--- config.mk ---
export PLATFORM = sky130hd
export DESIGN_NAME = dqspi_lane_router
export DESIGN_NICKNAME = d
export VERILOG_FILES = /design/src/rtl/dqr_pkg.sv /design/src/rtl/dqr_cfg_reg.sv /design/src/rtl/dqr_cs_gen.sv /design/src/rtl/dqr_lane_shift.sv /design/src/rtl/dqspi_lane_router.sv
export SDC_FILE = /design/constraint.sdc
export NUM_CORES = 1
export LEC_CHECK = 0
export ABC_CLOCK_PERIOD_IN_PS = 1800
export BUFFER_PORTS_ARGS = -buffer_cell sky130_fd_sc_hd__buf_2
export CAP_MARGIN = 20
export CORE_UTILIZATION = 40
export DETAILED_ROUTE_END_ITERATION = 16
export GPL_ROUTABILITY_DRIVEN = 0
export GPL_TIMING_DRIVEN = 0
export PLACE_DENSITY = 0.71
export SYNTH_ARGS = -nofsm -noshare
export SYNTH_HDL_FRONTEND = slang
export SYNTH_SLANG_ARGS = --single-unit
--- constraint.sdc ---
create_clock -name clk -period 1.8 [get_ports clk]
set_input_delay 0 -clock clk [delete_from_list [all_inputs] [get_ports clk]]
set_output_delay 0 -clock clk [all_outputs]
set_load 0.005 [all_outputs]
--- src/rtl/dqr_pkg.sv ---
package dqr_pkg;

    localparam int CFG_W           = 32;
    localparam int CFG_TWO_MEM_BIT = 30;
    localparam int CFG_SEP_BUS_BIT = 29;
    localparam int CFG_UPPER_BIT   = 28;
    localparam int LANES           = 4;

    typedef enum logic [1:0] {
        MODE_SINGLE   = 2'd0,
        MODE_STACKED  = 2'd1,
        MODE_PARALLEL = 2'd2
    } mode_e;

    typedef struct packed {
        mode_e mode;
        logic  upper;
    } route_t;

    typedef struct packed {
        logic two_mem;
        logic sep_bus;
        logic upper;
    } cfg_bits_t;

    // Separate-bus without two-memory falls back to single; upper only matters when stacked.
    function automatic route_t decode_cfg(input cfg_bits_t c);
        route_t r;
        if (!c.two_mem)     r.mode = MODE_SINGLE;
        else if (c.sep_bus) r.mode = MODE_PARALLEL;
        else                r.mode = MODE_STACKED;
        r.upper = c.two_mem && !c.sep_bus && c.upper;
        return r;
    endfunction

endpackage

--- src/rtl/dqr_cfg_reg.sv ---
module dqr_cfg_reg
    import dqr_pkg::*;
#(
    parameter int CFG_W    = dqr_pkg::CFG_W,
    parameter int TWO_BIT  = dqr_pkg::CFG_TWO_MEM_BIT,
    parameter int SEP_BIT  = dqr_pkg::CFG_SEP_BUS_BIT,
    parameter int UPPR_BIT = dqr_pkg::CFG_UPPER_BIT
) (
    input  logic             clk,
    input  logic             rst,
    input  logic             cfg_we,
    input  logic [CFG_W-1:0] cfg_wdata,
    input  logic             hold,
    output route_t           route
);

    cfg_bits_t shadow_q;
    cfg_bits_t active_q;
    logic      cfg_unused;

    assign cfg_unused = ^cfg_wdata;

    always_ff @(posedge clk) begin
        if (rst) begin
            shadow_q <= '0;
            active_q <= '0;
        end else begin
            if (cfg_we) begin
                shadow_q.two_mem <= cfg_wdata[TWO_BIT];
                shadow_q.sep_bus <= cfg_wdata[SEP_BIT];
                shadow_q.upper   <= cfg_wdata[UPPR_BIT];
            end
            if (!hold) begin
                active_q <= shadow_q;
            end
        end
    end

    assign route = decode_cfg(active_q);

    // routing frozen while a transfer is open
    assert_cfg_hold_R3: assert property (@(posedge clk) disable iff (rst)
        hold |=> $stable(route));

endmodule

--- src/rtl/dqr_cs_gen.sv ---
module dqr_cs_gen
    import dqr_pkg::*;
#(
    parameter int NUM_DEV = 2
) (
    input  logic               clk,
    input  logic               rst,
    input  logic               sel_req,
    input  route_t             route,
    output logic [NUM_DEV-1:0] cs_n,
    output logic               cs_on
);

    logic [NUM_DEV-1:0] want;
    logic [NUM_DEV-1:0] cs_n_q;
    logic               cs_on_q;

    always_comb begin
        want    = '0;
        want[0] = !(route.mode == MODE_STACKED && route.upper);
        want[NUM_DEV-1] = (route.mode == MODE_PARALLEL) ||
                          (route.mode == MODE_STACKED && route.upper);
    end

    always_ff @(posedge clk) begin
        if (rst) begin
            cs_n_q  <= '1;
            cs_on_q <= 1'b0;
        end else begin
            cs_on_q <= sel_req;
            cs_n_q  <= sel_req ? ~want : '1;
        end
    end

    assign cs_n  = cs_n_q;
    assign cs_on = cs_on_q;

    // outside parallel mode never both selects low
    assert_cs_exclusive_R5: assert property (@(posedge clk) disable iff (rst)
        (route.mode != MODE_PARALLEL) |-> (cs_n_q != '0));

    // in parallel mode both selects move together
    assert_cs_pair_R6: assert property (@(posedge clk) disable iff (rst)
        (route.mode == MODE_PARALLEL) |-> (cs_n_q[0] == cs_n_q[NUM_DEV-1]));

    // the upper select stays high in single mode
    assert_single_upper_idle_R4: assert property (@(posedge clk) disable iff (rst)
        (route.mode == MODE_SINGLE) |-> cs_n_q[NUM_DEV-1]);

endmodule

--- src/rtl/dqr_lane_shift.sv ---
module dqr_lane_shift
    import dqr_pkg::*;
#(
    parameter int LANES = dqr_pkg::LANES,
    localparam int BW   = 2 * LANES
) (
    input  logic             clk,
    input  logic             rst,
    input  logic             sel_req,
    input  logic             cs_on,
    input  mode_e            mode,
    input  logic             tx_valid,
    input  logic             tx_rd,
    input  logic [BW-1:0]    tx_data,
    output logic             tx_ready,
    output logic             busy,
    output logic             rx_valid,
    output logic [BW-1:0]    rx_data,
    output logic [1:0]       sclk,
    output logic [LANES-1:0] io_lo_o,
    output logic             io_lo_oe,
    input  logic [LANES-1:0] io_lo_i,
    output logic [LANES-1:0] io_hi_o,
    output logic             io_hi_oe,
    input  logic [LANES-1:0] io_hi_i
);

    logic          busy_q, ph_q, beat_q, rd_q, par_q, rx_valid_q;
    logic [BW-1:0] tx_q, rx_q, merged;
    logic [LANES-1:0] even_n, odd_n, lo_nib;

    // Bit interleave: lane i of the lower bus carries bit 2i, of the upper bus bit 2i+1
    for (genvar i = 0; i < LANES; i++) begin : g_lane
        assign even_n[i]     = tx_q[2*i];
        assign odd_n[i]      = tx_q[2*i+1];
        assign merged[2*i]   = io_lo_i[i];
        assign merged[2*i+1] = io_hi_i[i];
    end

    always_ff @(posedge clk) begin
        if (rst) begin
            busy_q     <= 1'b0;
            ph_q       <= 1'b0;
            beat_q     <= 1'b0;
            rd_q       <= 1'b0;
            par_q      <= 1'b0;
            tx_q       <= '0;
            rx_q       <= '0;
            rx_valid_q <= 1'b0;
        end else begin
            rx_valid_q <= 1'b0;
            if (!busy_q) begin
                if (tx_valid && tx_ready) begin
                    busy_q <= 1'b1;
                    ph_q   <= 1'b0;
                    beat_q <= 1'b0;
                    rd_q   <= tx_rd;
                    par_q  <= (mode == MODE_PARALLEL);
                    tx_q   <= tx_data;
                end
            end else if (!ph_q) begin
                ph_q <= 1'b1;
            end else begin
                ph_q <= 1'b0;
                if (par_q) begin
                    rx_q       <= merged;
                    busy_q     <= 1'b0;
                    rx_valid_q <= rd_q;
                end else if (!beat_q) begin
                    rx_q[BW-1:LANES] <= io_lo_i;
                    beat_q           <= 1'b1;
                end else begin
                    rx_q[LANES-1:0] <= io_lo_i;
                    busy_q          <= 1'b0;
                    rx_valid_q      <= rd_q;
                end
            end
        end
    end

    always_comb begin
        if (par_q)       lo_nib = even_n;
        else if (beat_q) lo_nib = tx_q[LANES-1:0];
        else             lo_nib = tx_q[BW-1:LANES];
    end

    assign tx_ready = sel_req && cs_on && !busy_q;
    assign busy     = busy_q;
    assign rx_valid = rx_valid_q;
    assign rx_data  = rx_q;
    assign sclk     = {busy_q && ph_q && par_q, busy_q && ph_q};
    assign io_lo_oe = busy_q && !rd_q;
    assign io_hi_oe = busy_q && !rd_q && par_q;
    assign io_lo_o  = io_lo_oe ? lo_nib : '0;
    assign io_hi_o  = io_hi_oe ? odd_n  : '0;

    // the SPI clock high phase lasts one cycle
    assert_sclk_one_high_R7: assert property (@(posedge clk) disable iff (rst)
        sclk[0] |=> !sclk[0]);

    // an accepted byte starts with SPI clock low
    assert_accept_start_R10: assert property (@(posedge clk) disable iff (rst)
        (tx_valid && tx_ready) |=> (busy && !sclk[0]));

    // a read byte is returned right after a high phase
    assert_rx_after_high_R9: assert property (@(posedge clk) disable iff (rst)
        rx_valid |-> $past(sclk[0]));

endmodule

--- src/rtl/dqspi_lane_router.sv ---
module dqspi_lane_router
    import dqr_pkg::*;
#(
    parameter int CFG_W = dqr_pkg::CFG_W,
    parameter int LANES = dqr_pkg::LANES,
    localparam int BW   = 2 * LANES
) (
    input  logic             clk,
    input  logic             rst,
    input  logic             cfg_we,
    input  logic [CFG_W-1:0] cfg_wdata,
    input  logic             sel_req,
    input  logic             tx_valid,
    input  logic             tx_rd,
    input  logic [BW-1:0]    tx_data,
    output logic             tx_ready,
    output logic             rx_valid,
    output logic [BW-1:0]    rx_data,
    output logic [1:0]       cs_n,
    output logic [1:0]       sclk,
    output logic [LANES-1:0] io_lo_o,
    output logic             io_lo_oe,
    input  logic [LANES-1:0] io_lo_i,
    output logic [LANES-1:0] io_hi_o,
    output logic             io_hi_oe,
    input  logic [LANES-1:0] io_hi_i
);

    route_t route;
    logic   busy;
    logic   cs_on;

    dqr_cfg_reg #(.CFG_W(CFG_W)) u_cfg (
        .clk       (clk),
        .rst       (rst),
        .cfg_we    (cfg_we),
        .cfg_wdata (cfg_wdata),
        .hold      (sel_req || busy),
        .route     (route)
    );

    dqr_cs_gen #(.NUM_DEV(2)) u_cs (
        .clk     (clk),
        .rst     (rst),
        .sel_req (sel_req),
        .route   (route),
        .cs_n    (cs_n),
        .cs_on   (cs_on)
    );

    dqr_lane_shift #(.LANES(LANES)) u_shift (
        .clk      (clk),
        .rst      (rst),
        .sel_req  (sel_req),
        .cs_on    (cs_on),
        .mode     (route.mode),
        .tx_valid (tx_valid),
        .tx_rd    (tx_rd),
        .tx_data  (tx_data),
        .tx_ready (tx_ready),
        .busy     (busy),
        .rx_valid (rx_valid),
        .rx_data  (rx_data),
        .sclk     (sclk),
        .io_lo_o  (io_lo_o),
        .io_lo_oe (io_lo_oe),
        .io_lo_i  (io_lo_i),
        .io_hi_o  (io_hi_o),
        .io_hi_oe (io_hi_oe),
        .io_hi_i  (io_hi_i)
    );

    // ready only appears with a select already low
    assert_ready_has_cs_R10: assert property (@(posedge clk) disable iff (rst)
        tx_ready |-> (cs_n != 2'b11));

    // the upper clock runs only with both selects low
    assert_upper_clk_R6: assert property (@(posedge clk) disable iff (rst)
        sclk[1] |-> (cs_n == 2'b00));

endmodule

==> results.sh <==
export IMPL_ant_nets=0
export IMPL_timing_rr_end="u_shift.rx_data[0]"
export IMPL_place_ws_ps=547
export IMPL_synth_seq_area_share_pct=44.7
export IMPL_clockBufferDepth=2
export IMPL_tritoncts="yes"
export IMPL_skew_ps=15.0
export IMPL_final_core_util_pct=57.5
export IMPL_drv_cap=0
export IMPL_area_delta_synth_final_pct=38.2
export IMPL_synthFlopType="dfxtp_1"
export IMPL_grt_use_total_pct=18.6
export IMPL_antenna_cells=0
export IMPL_htree_levels=2
export IMPL_synth_edf_count=0
export IMPL_cp_startpoint="u_shift.busy"
export IMPL_clk_latency_ps=350
export IMPL_nNetsFinal=279
export IMPL_tightestPinTransition_ps=576
export IMPL_max_stage_delay_ps=390
export IMPL_cts_sinks=31
export IMPL_vias=1311
export IMPL_grt_max_degree=11
export IMPL_drt_pass1_iterations=4
export IMPL_period_share_pct=83.5
export IMPL_drc=0
export IMPL_required_ps=1800
export IMPL_ir_drop_mv=0.338
export IMPL_status="finished clean"
export IMPL_syn_area_um2=1390
export IMPL_grt_first_pass_wirelength_um=4890
export IMPL_wire_per_inst_um=12.1
export IMPL_synth_most_common_cell="dfxtp_1"
export IMPL_max_freq_mhz=666
export IMPL_yosysWarningCount=0
export IMPL_die_width_um=60.9
export IMPL_dp_hpwl_um=2070
export IMPL_rows=21
export IMPL_die_area_um2=3710
export IMPL_antenna_found_initial=0
export IMPL_post_route_min_period_ps=1500
export IMPL_hp_class="in2reg"
export IMPL_cts_buffers=5
export IMPL_slew_violations=0
export IMPL_yosysTopAreaCell="dfxtp_1"
export IMPL_netlist_top_cells_count="31 x dfxtp_1, 28 x nand2_1, 18 x a21oi_1, 14 x mux2i_1, 9 x nor2_1"
export IMPL_final_cells=271
export IMPL_start_kind="flip-flop"
export IMPL_wl_um=3270
export IMPL_async_flop_share_pct=0
export IMPL_ys_seq_elements=31
export IMPL_core_um2=3340
export IMPL_cts_repair_resized=0
export IMPL_netlist_instances=153
export IMPL_synth_nets=207
export IMPL_n_fill_cell=317
export IMPL_crit_fanout=10
export IMPL_fin_setup_tns_ps=0
export IMPL_grt_pass1_vias=1127
export IMPL_syn_area_per_cell_um2=9.07
export IMPL_seqCellArea_um2=621
export IMPL_drtIter0Drc=57
export IMPL_hold_violations=0
export IMPL_postCtsSetupRepairBufs=0
export IMPL_timing_rr_start="u_shift.par_q"
export IMPL_critPathMostFrequentCell="buf_2"
export IMPL_cp_cell_sequence="nor2b_1 > buf_2 > a21boi_0 > buf_2"
export IMPL_p_per_area_nw_per_um2=654
export IMPL_clockRootBuffer="clkbuf_4"
export IMPL_rrSetupSlack_ps=550
export IMPL_max_slew_margin_pct=61.6
export IMPL_rsz0062_at_grt="false"
export IMPL_path_clk_slew_ps=100
export IMPL_overflow=0
export IMPL_multiInputGateArea_um2=662
export IMPL_drive_gt1_share_pct=31.6
export IMPL_crit_path_end_kind="output pin"
export IMPL_crit_slowest_cell="dfxtp_1"
export IMPL_chipHeight_um=60.9
export IMPL_r2r_cells=5
export IMPL_start_util_pct=41.6
export IMPL_viasPerCell=4.84
export IMPL_synthTopCellsByArea="dfxtp_1 45%, mux2i_1 10%, nand2_1 7.6%"
export IMPL_leakage_nw=0.869
export IMPL_io_buffers=48
export IMPL_dpl_cell_count=247
export IMPL_setup_ws_ps=298
export IMPL_pin_count=78
export IMPL_crit_type="reg2out"
export IMPL_endpoint="io_lo_o[0]"
export IMPL_synth_top_area_share_pct=44.7
export IMPL_worstHoldStart="io_hi_i[2]"
export IMPL_ys_types=29
export IMPL_setup_viol=0
export IMPL_whs_ps=30.3
export IMPL_cp_data_arrival_time_ps=1500
-- per-layer routing --
metal | track usage (%) | vias up | wire [um]
met3 | 7.04 | 6 | 177
li1 | - | 676 | -
met5 | 0 | - | 0
met4 | 8.77 | 0 | 61
met2 | 30.9 | 36 | 1550
met1 | 20.9 | 593 | 1480
-- registers in the layout, indices dropped and copies added, names as in the netlist, 2 cells and up --
signal           cells
u_cfg.active_q       3
u_shift.rx_data      8
u_cfg.shadow_q       3
u_shift.tx_q         8
u_cs.cs_n            2
-- report_power, final --
part / switching (W) / internal [W] / total [W]
Clock: 0.000237 / 0.000180 / 0.000417
Sequential: 0.0000101 / 0.000701 / 0.000711
Combinational: 0.0000557 / 0.0000719 / 0.000128
Total: 0.000302 / 0.000953 / 0.00126
-- per-stage QoR --
| stage | area [um2] | power [W] |
|---|---|---|
| after floorplan | 1390 | 0.000772 |
| after global placement | 1690 | 0.000819 |
| after detailed placement | 1690 | 0.000820 |
| after CTS | 1920 | 0.00127 |
| after global routing | 1920 | 0.00131 |
| final | 1920 | 0.00126 |
-- cells in the final DEF, fill, tap and decap left out, types with 2 or more instances in the layout --
cell type,instances
buf_2,51
dfxtp_1,31
nand2_1,28
a21oi_1,18
dlygate4sd3_1,18
mux2i_1,14
nor2_1,9
buf_6,6
o21ai_0,6
and3_1,5
clkbuf_4,5
o211a_1,4
a311oi_1,4
nor2_2,3
a211oi_2,3
nor2b_1,2
and2_1,2
-- what timing repair did --
action | in CTS | in global routing
hold buffers | 18 | 0
setup endpoints to repair | 0 | 1
endpoints found under the hold margin | 16 | 0
-- critical path: cells and delay by family, from the launching register on --
| family | cells | cell delay, ps |
|---|---|---|
| compound gates | 1 | 240 |
| buf+inv | 2 | 360 |
| simple gates | 1 | 160 |
| flops | 1 | 390 |
-- layout make-up --
type	instances	share of cell area, %
Multi-Input combinational cell	108	34.5
Sequential cell	31	32.4
Clock buffer	6	2.67
Buffer	12	5.09
Tap cell	46	3.00
Inverter	1	0.196
Clock inverter	1	0.261
Timing Repair Buffer	66	21.9
-- cells by family after synthesis --
family | count (synthesis) | synth area share [%]
buf+inv | 14 | 7.57
mux | 14 | 10.1
compound gates | 38 | 18.4
xor+xnor | 1 | 0.631
simple gates | 55 | 18.6
flops | 31 | 44.7
-- worst min-delay path by stage --
stage | slack, ps | to | cells after the start
2_1_floorplan | 80 | tx_ready | 2
3_3_place_gp | 200 | u_cs.cs_on | 2
3_5_place_dp | 200 | u_cs.cs_on | 2
4_1_cts | 20 | u_cfg.active_q[1] | 4
6_report | 30 | u_shift.rx_data[5] | 3
5_1_grt | 40 | u_shift.rx_data[5] | 3
Power figures use the tool's default switching activity.
